### src/rtl/dscr_pkg.sv
package dscr_pkg;

  localparam int KEY_LEN = 11;
  localparam int KEY_TAP = 9;

  typedef logic [KEY_LEN-1:0] key_t;

  typedef enum logic {
    ST_ACQ   = 1'b0,
    ST_TRACK = 1'b1
  } sync_st_t;

  // key bit predicted for the next accepted bit: taps 11 and 9 back
  function automatic logic key_bit(key_t s);
    return s[KEY_LEN-1] ^ s[KEY_TAP-1];
  endfunction

  // append the newest key-stream bit at position 0
  function automatic key_t key_shift(key_t s, logic b);
    return {s[KEY_LEN-2:0], b};
  endfunction

  function automatic int unsigned max_u(int unsigned a, int unsigned b);
    return (a > b) ? a : b;
  endfunction

endpackage

### src/rtl/dscr_keygen.sv
module dscr_keygen
  import dscr_pkg::*;
(
  input  logic clk,
  input  logic rst_n,
  input  logic adv,
  input  logic clear,
  input  logic track,
  input  logic rx_bit,
  output key_t state,
  output logic key
);

  logic fresh;

  assign key   = key_bit(state);
  // in acquisition the line is assumed idle: key = inverted received bit
  assign fresh = track ? key : ~rx_bit;

  always_ff @(posedge clk or negedge rst_n) begin
    if (!rst_n) begin
      state <= '0;
    end else if (adv) begin
      if (clear) state <= '0;
      else       state <= key_shift(state, fresh);
    end
  end

endmodule

### src/rtl/dscr_run_mon.sv
module dscr_run_mon #(
  parameter int unsigned ACQ_BITS = 60,
  parameter int unsigned TRK_BITS = 58
) (
  input  logic clk,
  input  logic rst_n,
  input  logic adv,
  input  logic plain_bit,
  input  logic track,
  input  logic clear,
  output logic hit
);

  localparam int unsigned MAX_BITS = dscr_pkg::max_u(ACQ_BITS, TRK_BITS);
  localparam int unsigned RW       = $clog2(MAX_BITS + 1);

  logic [RW-1:0] run;
  logic [RW-1:0] thr_m1;

  assign thr_m1 = track ? RW'(TRK_BITS - 1) : RW'(ACQ_BITS - 1);
  assign hit    = adv && plain_bit && (run == thr_m1);

  always_ff @(posedge clk or negedge rst_n) begin
    if (!rst_n) begin
      run <= '0;
    end else if (adv) begin
      if (hit || clear)   run <= '0;
      else if (plain_bit) run <= run + RW'(1);
      else                run <= '0;
    end
  end

endmodule

### src/rtl/dscr_hold_ctl.sv
module dscr_hold_ctl
  import dscr_pkg::*;
#(
  parameter int unsigned HOLD_BITS = 90250,
  localparam int unsigned TW = $clog2(HOLD_BITS + 1)
) (
  input  logic          clk,
  input  logic          rst_n,
  input  logic          adv,
  input  logic          hit,
  output logic          track,
  output logic [TW-1:0] timer,
  output logic          acq_evt,
  output logic          reload_evt,
  output logic          expire_evt
);

  sync_st_t st;

  assign track      = (st == ST_TRACK);
  assign acq_evt    = adv && hit && !track;
  assign reload_evt = adv && hit && track;
  assign expire_evt = adv && !hit && track && (timer == TW'(1));

  always_ff @(posedge clk or negedge rst_n) begin
    if (!rst_n) begin
      st    <= ST_ACQ;
      timer <= '0;
    end else if (acq_evt || reload_evt) begin
      st    <= ST_TRACK;
      timer <= TW'(HOLD_BITS);
    end else if (expire_evt) begin
      st    <= ST_ACQ;
      timer <= '0;
    end else if (adv && track) begin
      timer <= timer - TW'(1);
    end
  end

endmodule

### src/rtl/idle_descrambler.sv
module idle_descrambler
  import dscr_pkg::*;
#(
  parameter int unsigned HOLD_BITS     = 90250,
  parameter int unsigned GROUP_BITS    = 5,
  parameter int unsigned LOCK_GROUPS   = 12,
  parameter int unsigned IDLE_RUN_BITS = 58
) (
  input  logic clk,
  input  logic rst_n,
  input  logic in_valid,
  input  logic in_bit,
  input  logic bypass,
  output logic out_valid,
  output logic out_bit,
  output logic locked
);

  localparam int unsigned ACQ_BITS = GROUP_BITS * LOCK_GROUPS;
  localparam int unsigned TW       = $clog2(HOLD_BITS + 1);

  key_t          key_state;
  logic          key;
  logic          plain;
  logic          track;
  logic          run_hit;
  logic [TW-1:0] hold_timer;
  logic          acq_evt;
  logic          reload_evt;
  logic          expire_evt;

  assign plain = in_bit ^ key;

  dscr_keygen u_keygen (
    .clk    (clk),
    .rst_n  (rst_n),
    .adv    (in_valid),
    .clear  (expire_evt),
    .track  (track),
    .rx_bit (in_bit),
    .state  (key_state),
    .key    (key)
  );

  dscr_run_mon #(
    .ACQ_BITS (ACQ_BITS),
    .TRK_BITS (IDLE_RUN_BITS)
  ) u_run_mon (
    .clk       (clk),
    .rst_n     (rst_n),
    .adv       (in_valid),
    .plain_bit (plain),
    .track     (track),
    .clear     (expire_evt),
    .hit       (run_hit)
  );

  dscr_hold_ctl #(
    .HOLD_BITS (HOLD_BITS)
  ) u_hold (
    .clk        (clk),
    .rst_n      (rst_n),
    .adv        (in_valid),
    .hit        (run_hit),
    .track      (track),
    .timer      (hold_timer),
    .acq_evt    (acq_evt),
    .reload_evt (reload_evt),
    .expire_evt (expire_evt)
  );

  always_ff @(posedge clk or negedge rst_n) begin
    if (!rst_n) begin
      out_valid <= 1'b0;
      out_bit   <= 1'b0;
    end else begin
      out_valid <= in_valid;
      if (in_valid) out_bit <= bypass ? in_bit : plain;
    end
  end

  assign locked = bypass | track;

endmodule

### config.mk
export PLATFORM = sky130hd
export DESIGN_NAME = idle_descrambler
export DESIGN_NICKNAME = d
export VERILOG_FILES = /design/src/rtl/dscr_pkg.sv /design/src/rtl/dscr_keygen.sv /design/src/rtl/dscr_run_mon.sv /design/src/rtl/dscr_hold_ctl.sv /design/src/rtl/idle_descrambler.sv
export SDC_FILE = /design/constraint.sdc
export NUM_CORES = 1
export LEC_CHECK = 0
export BUFFER_PORTS_ARGS = -buffer_cell sky130_fd_sc_hd__buf_4
export CAP_MARGIN = 20
export CORE_MARGIN = 5
export CORE_UTILIZATION = 45
export CTS_BUF_LIST = sky130_fd_sc_hd__clkbuf_8 sky130_fd_sc_hd__clkbuf_16
export CTS_CLUSTER_SIZE = 8
export DETAILED_ROUTE_END_ITERATION = 16
export PLACE_DENSITY_LB_ADDON = 0.1
export SLEW_MARGIN = 20
export SYNTH_ARGS = -nofsm -noshare
export SYNTH_HDL_FRONTEND = slang
export SYNTH_SLANG_ARGS = --single-unit
export TNS_END_PERCENT = 1
### constraint.sdc
create_clock -name clk -period 2.2 [get_ports clk]
set_input_delay 0.11 -clock clk [delete_from_list [all_inputs] [get_ports clk]]
set_output_delay 0.11 -clock clk [all_outputs]
set_load 0.02 [all_outputs]
# Yosys cells after proc, flatten, opt, wreduce, memory -nomap -nowiden
# Index checks and enable logic that the tools add are counted.
# op_classes
bitwise,4
n_eq_ne,2
muxes,11
reduce_logical,15
add_sub_neg,2
# op_table
operator,count
17-bit 2-to-1 mux,3
17-bit by 1-bit == test with 1-bit output (second input constant),1
17-bit by 1-bit subtractor with 17-bit output (second input constant),1
6-bit 2-to-1 mux,2
11-bit 2-to-1 mux,1
1-bit logical AND,9
6-bit by 1-bit adder with 6-bit output (second input constant),1
6-bit == test,1
1-bit 2-to-1 mux,4
3-bit nonzero test,1
1-bit logical NOT,2
1-bit logical OR,2
2-bit 2-to-1 mux,1
2-bit nonzero test,1
1-bit bitwise XOR,2
1-bit NOT,1
1-bit bitwise OR,1
# totals
input_bits,5
out_inout_bits,3
ff_bits,37

# Longest topological paths before layout
# Gate-level depths: netlist of the first run.
# depth
depth_word,10
ltp_mapped,8

# Cells and area by module
# Synthesis of the first run repeated with hierarchy kept, for this count alone.
# hier_totals
cells_unflattened,203
area_unflattened_um2,1993.2
# modules_own_cells
mod,seq_area_each_um2,instances,area_per_inst_um2,cells_per_inst
dscr_hold_ctl,450.4,1,1071.0,111
dscr_keygen,275.3,1,467.9,45
dscr_run_mon,150.1,1,355.3,38
idle_descrambler,50.0,1,98.8,9

# Worst setup path after synthesis of the first run
# Ideal clock, no wire load.
# synth_path
path_kind,reg-to-reg
from,register u_hold.timer[11]
to,register u_keygen.state[2]
period_less_slack_ns,1.979
t_arrival_ns,1.858
t_required_ns,2.079
stages_incl_launch_ff,7
slack_ns,0.221
n_path_buf,1
cell_sequence,dfrtp_1 -> or4_4 -> nor4_4 -> and2_4 -> o21ai_2 -> buf_6 -> a22o_2
# synth_between
elab_chain_cells,3
# synth_lines
item,line,source
start: declaration,dscr_hold_ctl.sv:12,"output logic [TW-1:0] timer,"
start signal: assignment,dscr_hold_ctl.sv:31,timer <= TW'(HOLD_BITS);
start signal: assignment,dscr_hold_ctl.sv:36,timer <= timer - TW'(1);
17-bit by 1-bit == test with 1-bit output,dscr_hold_ctl.sv:23,assign expire_evt = adv && !hit && track && (timer == TW'(1));
1-bit logical AND,dscr_hold_ctl.sv:23,
11-bit 2-to-1 mux,dscr_keygen.sv:24,if (clear) state <= '0;
end signal: assignment,dscr_keygen.sv:25,"else state <= key_shift(state, fresh);"
end: declaration,dscr_keygen.sv:10,"output key_t state,"
# No other way between the ends.
# A chain may end at the register's enable or synchronous reset.

# Worst setup path after layout of the first run
# layout_path
from,register u_hold.timer[11]
to,register u_keygen.state[10]
# The elaborated chain is that of the path after synthesis.

==> reports/qor.yml, run 1 <==
sta:
  fmax_mhz: 487
  layout_min_cycle_time_ns: 2.05
  fin_ws_ns: 0.148
  rsz0062_at_grt: "false"
  hold_violations: 0
  setup_viol: 0
  relSlewSlack_pct: 69.5
  period_share_pct: 93.3
  worst_pin_slew_ns: 0.458
  finClkSkew_ns: 0.00641
  drv_slew: 0
  holdWs_ns: 0.0347
  fin_tns_setup_ns: 0
floorplan:
  ios: 8
  start_util_pct: 45.5
  die_w_um: 73.1
  die_y_um: 73.1
  fp.coreArea_um2: 3940
  die_area_um2: 5350
  row_count: 23
logic_synthesis:
  synthesis.area_um2: 1790
  ys_seq_area_share_pct: 51.6
  ys_ff_latch: 37
  synth_flop_cell: "dfrtp_1"
  synth_fp_nets: 176
  synthArstFlopShare_pct: 100
  synth_cells: 168
  yosys_warnings: 0
  yosys.cell_types.count: 41
  syn_avg_cell_area_um2: 10.7
  synth_edf_count: 0
routing:
  vias: 1297
  post-route-drc-count: 0
  vias_per_cell: 5.50
  wl_per_cell_um: 15.3
  ant_nets: 0
  drt_iter0_drc: 64
  drtPass1Iterations: 4
  wl_um: 3600
setup_path:
  cp-startpoint: "u_hold.timer[11]"
  end_kind: "flip-flop"
  worst_setup_path_start_kind: "flip-flop"
  crit_arrival_ns: 2.23
  path_max_fanout: 11
  r2r-start: "u_hold.timer[11]"
  regToRegSetupSlack_ns: 0.15
  path_class: "flip-flop to flip-flop"
  r2r-end: "u_keygen.state[10]"
  rr_worst_depth: 5
  cp-endpoint: "u_keygen.state[10]"
  required_ns: 2.38
place:
  pre_cts_ws_ns: 0.0595
  place_congestion: 0.805
  dpl.hpwl_um: 2450
  portBuffers: 7
final_layout:
  nFillCells: 352
  register_area_um2: 926
  final_core_util_pct: 51.9
  antennaDiodeCount: 0
  fin_nets: 193
  areaGrowthSynthToFinish_pct: 14.1
  multi_input_area_um2: 828
  layout-drive-gt1-share_pct: 24.2
clocking:
  clockRootBuffer: "clkbuf_8"
  cts_buffers: 5
  clk_latency_ns: 0.29
  cts_sinks: 37
  cts_max_path_buffers: 2
  clkTransAtPathRegs_ns: 0.08
  tritoncts: "built"
  htree_levels: 2
global_routing:
  grt_pass1_wl_um: 6200
  overflow: 0
  first_global_vias: 1383
  grt_start_max_net_pins: 38
  antenna_found_initial: 0
  grt.total_usage_pct: 15.1
outcome:
  status: "complete, no violations"
worst_hold_path:
  min_path_cells: 1
  min_path_type: "input pin to flip-flop"
flow_run:
  maxCapViolations: 0
pwr:
  p_leak_nw: 0.937
  peakVddDrop_mv: 0.295
  p_per_area_nw_per_um2: 714
  report.power.total_w: 0.00146
## cell families (layout without fill, tap and decap cells)
kind of cell | Yosys count | after routing | synth area share, %
buffers and inverters | 9 | 27 | 2.44
adder cells (fa/ha/maj) | 3 | 3 | 2.09
XOR/XNOR | 14 | 14 | 6.84
AO/OA/AOI/OAI | 33 | 33 | 14.4
AND/OR/NAND/NOR | 69 | 69 | 20.9
multiplexers | 3 | 3 | 1.74
flip-flops | 37 | 37 | 51.6
## routing by layer
layer	GRT usage, %	up-vias	share of wire, %
li1	-	642	-
met1	17.3	629	46
met2	25.3	19	48
met3	3.31	7	3.2
met4	9.63	0	2.3
met5	0	-	0
## power breakdown
group | total [W] | switching, W | internal (W)
registers | 0.000805 | 0.0000626 | 0.000742
logic | 0.000195 | 0.0000919 | 0.000103
clock network | 0.000462 | 0.000243 | 0.000218
total | 0.00146 | 0.000398 | 0.00106
## synthesized netlist by cell type, types with 2 or more instances
master,instances,share of area (%)
clkbuf_1,2,0.42
inv_1,4,0.84
or4_1,2,0.84
dfrtp_1,37,52
nand2b_1,3,1.0
a22o_2,11,6.1
nor3_1,8,2.2
a22o_1,2,0.98
or2_2,3,1.0
nor2_1,16,3.3
mux2i_1,2,1.1
or3_1,4,1.4
o21ai_0,2,0.56
xor2_1,3,1.5
nand4_1,2,0.70
nand3_1,8,2.2
nand2_1,13,2.7
a21oi_1,5,1.4
xnor2_1,11,5.4
o211ai_1,2,0.84
a31oi_1,4,1.4
ha_1,3,2.1
and3_1,2,0.70
buf_2,2,0.56
## layout by cell type (no fill, tap or decap), drive strengths merged, types with 4 or more instances in the layout
master,instances
xnor2,11
inv,4
o21ai,4
nand2,14
a22o,13
or3,4
nand3,8
clkbuf,5
buf,14
nor3,8
dfrtp,37
nor2,16
or4,4
a21oi,5
a31oi,4
## worst max-delay path: stages (launching register included)
cell and delay, ns:
dfrtp_1 0.42, or4_4 0.56, nor4_4 0.28, and2_4 0.25, o21ai_2 0.14, a22o_2 0.27
## metrics by stage
stage                     area, µm²  instances
final                          2050        236
after CTS                      2030        235
after detailed placement       1940        226
after global routing           2050        236
after floorplan                1790        168
after global placement         1940        226
## sequential cells by signal, indices dropped and copies added, names as in the netlist
signal          count
u_run_mon.run       6
u_hold.timer       17
out_valid           1
u_keygen.state     11
u_hold.track        1
out_bit             1
## worst min path at each step
stage               startpoint          endpoint  slack [ns]
floorplan                rst_n           out_bit       -0.19
global placement         rst_n  u_run_mon.run[2]         0.1
detailed placement       rst_n  u_run_mon.run[3]        0.10
CTS                   in_valid         out_valid        0.02
global route          in_valid         out_valid        0.03
finish                in_valid         out_valid        0.03
## final cells by class
cell class	instances	share of cell area, %
Clock inverter	3	0.856
Inverter	4	0.734
Tap cell	50	3.06
Multi-Input combinational cell	122	40.5
Timing Repair Buffer	15	6.24
Clock buffer	5	3.36
Sequential cell	37	45.3
## timing repair
item                                    in CTS  in global routing
resized for setup                            0                  1
hold buffers                                 1                  0
endpoints found under the hold margin       37                  0
endpoints found under the setup margin       0                 13
setup buffers                                0                  1
(Power assumes the default switching activity.)
==> run 2, diff against run 1 <==
Clock period 2.2 ns to 2.6 ns, I/O delays scaled along.
==> reports/qor.yml, run 2 (synthesis results as in run 1) <==
pwr:
  p_per_area_nw_per_um2: 710  # -0.60%
  peakVddDrop_mv: 0.379  # +28%
  p_leak_nw: 0.932  # -0.47%
floorplan:
  fp.coreArea_um2: 3940  # unchanged
  die_y_um: 73.1  # unchanged
  start_util_pct: 45.5  # unchanged
  die_area_um2: 5350  # unchanged
  die_w_um: 73.1  # unchanged
  ios: 8  # unchanged
  row_count: 23  # unchanged
clocking:
  htree_levels: 2  # unchanged
  tritoncts: "built"
  cts_buffers: 5  # unchanged
  cts_sinks: 37  # unchanged
  cts_max_path_buffers: 2  # unchanged
  post_cts_buffers: 0  # unchanged
  clkTransAtPathRegs_ns: 0.08  # about the same
  clk_latency_ns: 0.29  # about the same
  clockRootBuffer: "clkbuf_8"
flow_run:
  maxCapViolations: 0  # unchanged
setup_path:
  rr_worst_depth: 5  # unchanged
  r2r-start: "u_hold.timer[5]"
  regToRegSetupSlack_ns: 0.45  # +0.30 ns
  path_max_fanout: 6  # -5
  required_ns: 2.82  # +0.44 ns
  crit_arrival_ns: 2.37  # +0.14 ns
  end_kind: "flip-flop"
  r2r-end: "u_hold.timer[16]"
  path_class: "flip-flop to flip-flop"
  worst_setup_path_start_kind: "flip-flop"
place:
  portBuffers: 7  # unchanged
  dpl.hpwl_um: 2430  # -0.77%
  place_congestion: 0.840  # +4.4%
final_layout:
  multi_input_area_um2: 823  # -0.60%
  largest_reg_flops: 17  # unchanged
  reg_top3: "u_hold.timer (17), u_keygen.state (11), u_run_mon.run (6)"
  nFillCells: 340  # -3.4%
  areaGrowthSynthToFinish_pct: 13.5
  fin_nets: 187  # -3.1%
  largest-register: "u_hold.timer"
  register_area_um2: 926  # unchanged
  layout-drive-gt1-share_pct: 21.1  # -3.1 points
  layout_common_cells: "dfrtp_1 (37), nor2_1 (16), nand2_1 (13)"
  final_common_cell: "dfrtp_1"
  antennaDiodeCount: 0  # unchanged
routing:
  wl_per_cell_um: 15.3  # +0.44%
  post-route-drc-count: 0  # unchanged
  wl_um: 3520  # -2.1%
  vias_per_cell: 5.74  # +4.4%
  vias: 1320  # +1.8%
  ant_nets: 0  # unchanged
  drt_iter0_drc: 56  # -13%
  drtPass1Iterations: 4  # unchanged
sta:
  worst_pin_slew_ns: 0.546  # +0.0880 ns
  fin_tns_setup_ns: 0  # unchanged
  period_share_pct: 82.6  # -11 points
  finClkSkew_ns: 0.00790  # +0.00149 ns
  hold_violations: 0  # unchanged
  layout_min_cycle_time_ns: 2.15  # +0.0951 ns
  setup_viol: 0  # unchanged
  drv_slew: 0  # unchanged
  holdWs_ns: 0.0414  # +0.00664 ns
  rsz0062_at_grt: "false"
  relSlewSlack_pct: 63.3  # -6.1 points
  fmax_mhz: 466  # -4.4%
worst_hold_path:
  min_to: "out_valid"
  min_path_cells: 1  # unchanged
  hp-start: "in_valid"
  min_path_type: "input pin to flip-flop"
global_routing:
  grt.total_usage_pct: 14.9  # -0.27 points
  grt_start_max_net_pins: 38  # unchanged
  antenna_found_initial: 0  # unchanged
  overflow: 0  # unchanged
  first_global_vias: 1339  # -3.2%
  grt_pass1_wl_um: 6070  # -2.0%
outcome:
  status: "complete, no violations"
run 2: changes by cell type in the layout (fill, tap and decap cells not counted), sizes merged:
cell / change
clkinvlp: -1
bufinv: +2
clkinv: -2
buf: -6
inv: +1
run 2: metrics by stage:
stage / cell area, µm² / setup slack, ns / total power (W) / cells / util (%)
after floorplan: 1790 / 0.621 / 0.000794 / 168 / -
after global placement: 1890 / 0.543 / 0.000847 / 221 / 47.9
after detailed placement: 1890 / 0.504 / 0.000853 / 221 / 47.9
after CTS: 2030 / 0.474 / 0.00146 / 230 / 51.6
after global routing: 2030 / 0.282 / 0.00151 / 230 / 51.6
final: 2030 / 0.453 / 0.00144 / 230 / 51.6
run 2: layout make-up:
| class | instances | area share (%) |
|---|---|---|
| sequential | 37 | 45.5 |
| multi-input combinational | 122 | 40.5 |
| timing repair buffer | 9 | 3.44 |
| clock buffer | 5 | 3.38 |
| clock inverter | 3 | 3.38 |
| tap | 50 | 3.08 |
| inverter | 4 | 0.738 |
run 2: how the worst max path moves through the flow:
stage                          start  slack [ns]                 to  cells past startpoint
floorplan           u_hold.timer[11]        0.62  u_keygen.state[2]                      6
global placement    u_hold.timer[11]        0.54  u_keygen.state[2]                      5
detailed placement  u_hold.timer[11]        0.50   u_run_mon.run[1]                      5
CTS                  u_hold.timer[0]        0.47   u_hold.timer[16]                      7
global route         u_hold.timer[3]        0.28   u_hold.timer[16]                      5
finish               u_hold.timer[5]        0.45   u_hold.timer[16]                      5
run 2: critical path, cell delays in order, from the launching register on:
cell     delay, ns
dfrtp_1       0.42
nor3_1        0.48
nand4_1       0.29
or2_2         0.37
or4_1         0.41
nand3_1       0.10
run 2: power breakdown:
| group | switching [W] | internal, W |
|---|---|---|
| sequential | 0.0000564 | 0.000628 |
| clock | 0.000214 | 0.000386 |
| combinational | 0.0000773 | 0.0000833 |
| total | 0.000347 | 0.00110 |
run 2: what timing repair did:
| item | in CTS | in global routing |
|---|---|---|
| endpoints found under the hold margin | 37 | 0 |
| gates resized for setup | 0 | 0 |
| hold buffers | 1 | 0 |
run 2: routing by layer:
metal  GRT usage [%]  share of wire (%)
met1            17.4                 46
met2            24.8                 49
met3            3.44                3.0
met4            8.40                2.2
met5               0                  0
==> run 3, diff against run 2 <==
Settings changed: ABC_AREA from default to 1.
Clock period 2.6 ns to 2.2 ns, I/O delays scaled along.
==> reports/qor.yml, run 3 <==
logic_synthesis:
  yosys.cell_count.top_type: "nand2_1"
  yosys_warnings: 0  # unchanged
  synth_top_area_cell: "dfrtp_1"
  synth_edf_count: 0  # unchanged
  ys_ff_latch: 37  # unchanged
  synth_cells: 264  # +57%
  netlist_top_cells_area: "dfrtp_1 (44%), nand2_1 (13%), nand3_1 (6.5%)"
  yosys.cell_types.count: 26  # -37%
  synth_fp_nets: 272  # +55%
  synthesis.area_um2: 2090  # +16%
  syn_avg_cell_area_um2: 7.91  # -26%
  synthTopCellsByCount: "nand2_1 (71), dfrtp_1 (37), nor2_1 (36)"
  ys_seq_area_share_pct: 44.4  # -7.3 points
  synthArstFlopShare_pct: 100  # unchanged
  synth_flop_cell: "dfrtp_1"
  yosysTopAreaCellShare_pct: 44.4  # -7.3 points
flow_run:
  maxCapViolations: 0  # unchanged
final_layout:
  layout-drive-gt1-share_pct: 10.9  # -10 points
  fin_nets: 281  # +50%
  largest_reg_flops: 17  # unchanged
  layout_common_cells: "nand2_1 (71), dfrtp_1 (37), nor2_1 (36)"
  final_common_cell: "nand2_1"
  areaGrowthSynthToFinish_pct: 7.43
  antennaDiodeCount: 0  # unchanged
  largest-register: "u_hold.timer"
  final_core_util_pct: 50.8  # -0.81 points
  reg_top3: "u_hold.timer (17), u_keygen.state (11), u_run_mon.run (6)"
floorplan:
  ios: 8  # unchanged
  die_y_um: 78.1  # +6.8%
  die_w_um: 78.1  # +6.8%
  die_area_um2: 6100  # +14%
  fp.coreArea_um2: 4410  # +12%
  row_count: 24  # +4.3%
  start_util_pct: 47.3  # +1.8 points
sta:
  fin_ws_ns: 0.533  # +0.0799 ns
  drv_slew: 0  # unchanged
  period_share_pct: 75.8  # -6.8 points
  relSlewSlack_pct: 68.9  # +5.6 points
  fin_tns_setup_ns: 0  # unchanged
  hold_violations: 0  # unchanged
  rsz0062_at_grt: "false"
  finClkSkew_ns: 0.00891  # +0.00101 ns
  layout_min_cycle_time_ns: 1.67  # -0.480 ns
  worst_pin_slew_ns: 0.466  # -0.0794 ns
  setup_viol: 0  # unchanged
  fmax_mhz: 600  # +29%
pwr:
  intPower_w: 0.00133  # +22%
  switching_share_pct: 37.5  # +13 points
  peakVddDrop_mv: 0.586  # +55%
  p_leak_nw: 1.15  # +23%
  p_clk_share_pct: 21.2  # -20 points
  p_switching_w: 0.000801  # +130%
  p_per_area_nw_per_um2: 952  # +34%
  power_frac_seq_pct: 49.6  # +2.2 points
  comb_power_share_pct: 29.2  # +18 points
global_routing:
  globalRouteMet1Util_pct: 21.0  # +3.5 points
  overflow: 0  # unchanged
  grt-busiest-layer: "met2"
  grt.met3_usage_pct: 3.09  # -0.35 points
  grt_start_max_net_pins: 38  # unchanged
  first_global_vias: 1589  # +19%
  use_met2_pct: 22.7  # -2.1 points
  grt_pass1_wl_um: 7460  # +23%
  antenna_found_initial: 0  # unchanged
  grt.total_usage_pct: 14.9  # +0.043 points
setup_path:
  path_class: "flip-flop to flip-flop"
  worst_setup_path_start_kind: "flip-flop"
  crit_chain: "inv_1 -> nand2_1 -> nand3b_1 -> nand3_4 -> o21bai_4 -> nand2_1 -> nand2_1 -> nand2_1 -> nor2_1"
  cp-startpoint: "u_keygen.state[10]"
  cp_slowest_stage_delay_ns: 0.39  # -0.09 ns
  r2r-start: "u_keygen.state[10]"
  crit_arrival_ns: 1.88  # -0.49 ns
  end_kind: "flip-flop"
  rr_worst_depth: 9  # +4
  path_max_fanout: 18  # +12
  critPathBufInv: 1  # +1
  path_common_cell: "nand2_1"
  regToRegSetupSlack_ns: 0.53  # +0.08 ns
  slowest_stage: "dfrtp_1"
  cp_top_family: "simple AND/OR/NAND/NOR gates"
  r2r-end: "u_hold.timer[4]"
  required_ns: 2.41  # -0.41 ns
clocking:
  clk_latency_ns: 0.29  # about the same
  clockRootBuffer: "clkbuf_8"
  cts_sinks: 37  # unchanged
  cts_max_path_buffers: 2  # unchanged
  cts_buffers: 5  # unchanged
  htree_levels: 2  # unchanged
  clkTransAtPathRegs_ns: 0.08  # about the same
  tritoncts: "built"
  post_cts_buffers: 0  # unchanged
routing:
  wl_um: 4070  # +16%
  ant_nets: 0  # unchanged
  drtPass1Iterations: 4  # unchanged
  vias_per_cell: 4.99  # -13%
  wl_per_cell_um: 12.5  # -18%
  drt_iter0_drc: 66  # +18%
  vias: 1628  # +23%
  post-route-drc-count: 0  # unchanged
outcome:
  status: "complete, no violations"
worst_hold_path:
  min_to: "out_valid"
  hp-start: "in_valid"
  min_path_type: "input pin to flip-flop"
  min_path_cells: 1  # unchanged
place:
  place_congestion: 0.760  # -9.5%
  portBuffers: 7  # unchanged
  dpl.hpwl_um: 2930  # +21%
  pre_cts_ws_ns: 0.523  # +0.0189 ns
-- run 3: timing repair --
| action | in CTS | in global routing |
|---|---|---|
| gates resized for setup | 0 | 0 |
| hold endpoints to repair | 37 | 0 |
| hold buffers | 1 | 0 |
-- run 3: kinds of logic after synthesis --
logic type | share of synthesized area, %
AND/OR/NAND/NOR | 35.5
flip-flops | 44.4
buffers and inverters | 7.85
AO/OA/AOI/OAI | 7.13
XOR/XNOR | 3.36
adder cells (fa/ha/maj) | 1.80
-- run 3: area by class of cell --
type                            count  area, µm²
Sequential cell                    37        926
Fill cell                         410       2170
Multi-Input combinational cell    193        997
Clock buffer                        5       68.8
Inverter                           28        108
Tap cell                           52       65.1
Timing Repair Buffer                8       62.6
Clock inverter                      3       15.0
-- run 3: power groups by stage --
stage	registers, W	clock network, W	logic [W]
finish	0.00106	0.000454	0.000623
global placement	0.00107	0	0.000630
CTS	0.00106	0.000465	0.000636
floorplan	0.00103	0	0.000508
detailed placement	0.00107	0	0.000632
global route	0.00108	0.000504	0.000741
-- run 3: per-stage QoR --
step           power, W  hold WS [ns]  instances  cell area (µm²)
2_1_floorplan   0.00154        -0.186        264             2090
3_3_place_gp    0.00170         0.106        317             2150
3_5_place_dp    0.00170         0.106        317             2150
4_1_cts         0.00216        0.0772        326             2240
5_1_grt         0.00233        0.0739        326             2240
6_report        0.00213        0.0819        326             2240
-- run 3: worst max path at each step --
| stage | end | slack [ns] | depth (start not counted) |
|---|---|---|---|
| after floorplan | u_hold.timer[10] | 0.76 | 9 |
| after global placement | u_hold.timer[4] | 0.51 | 9 |
| after detailed placement | u_hold.timer[15] | 0.52 | 9 |
| after CTS | u_hold.timer[4] | 0.51 | 9 |
| after global routing | u_hold.timer[15] | 0.31 | 9 |
| final | u_hold.timer[4] | 0.53 | 9 |
-- run 3: metal layers --
metal,wire [µm],up-vias
met5,0,-
met4,48,0
met3,77,4
met2,1840,8
met1,2110,754
li1,-,862
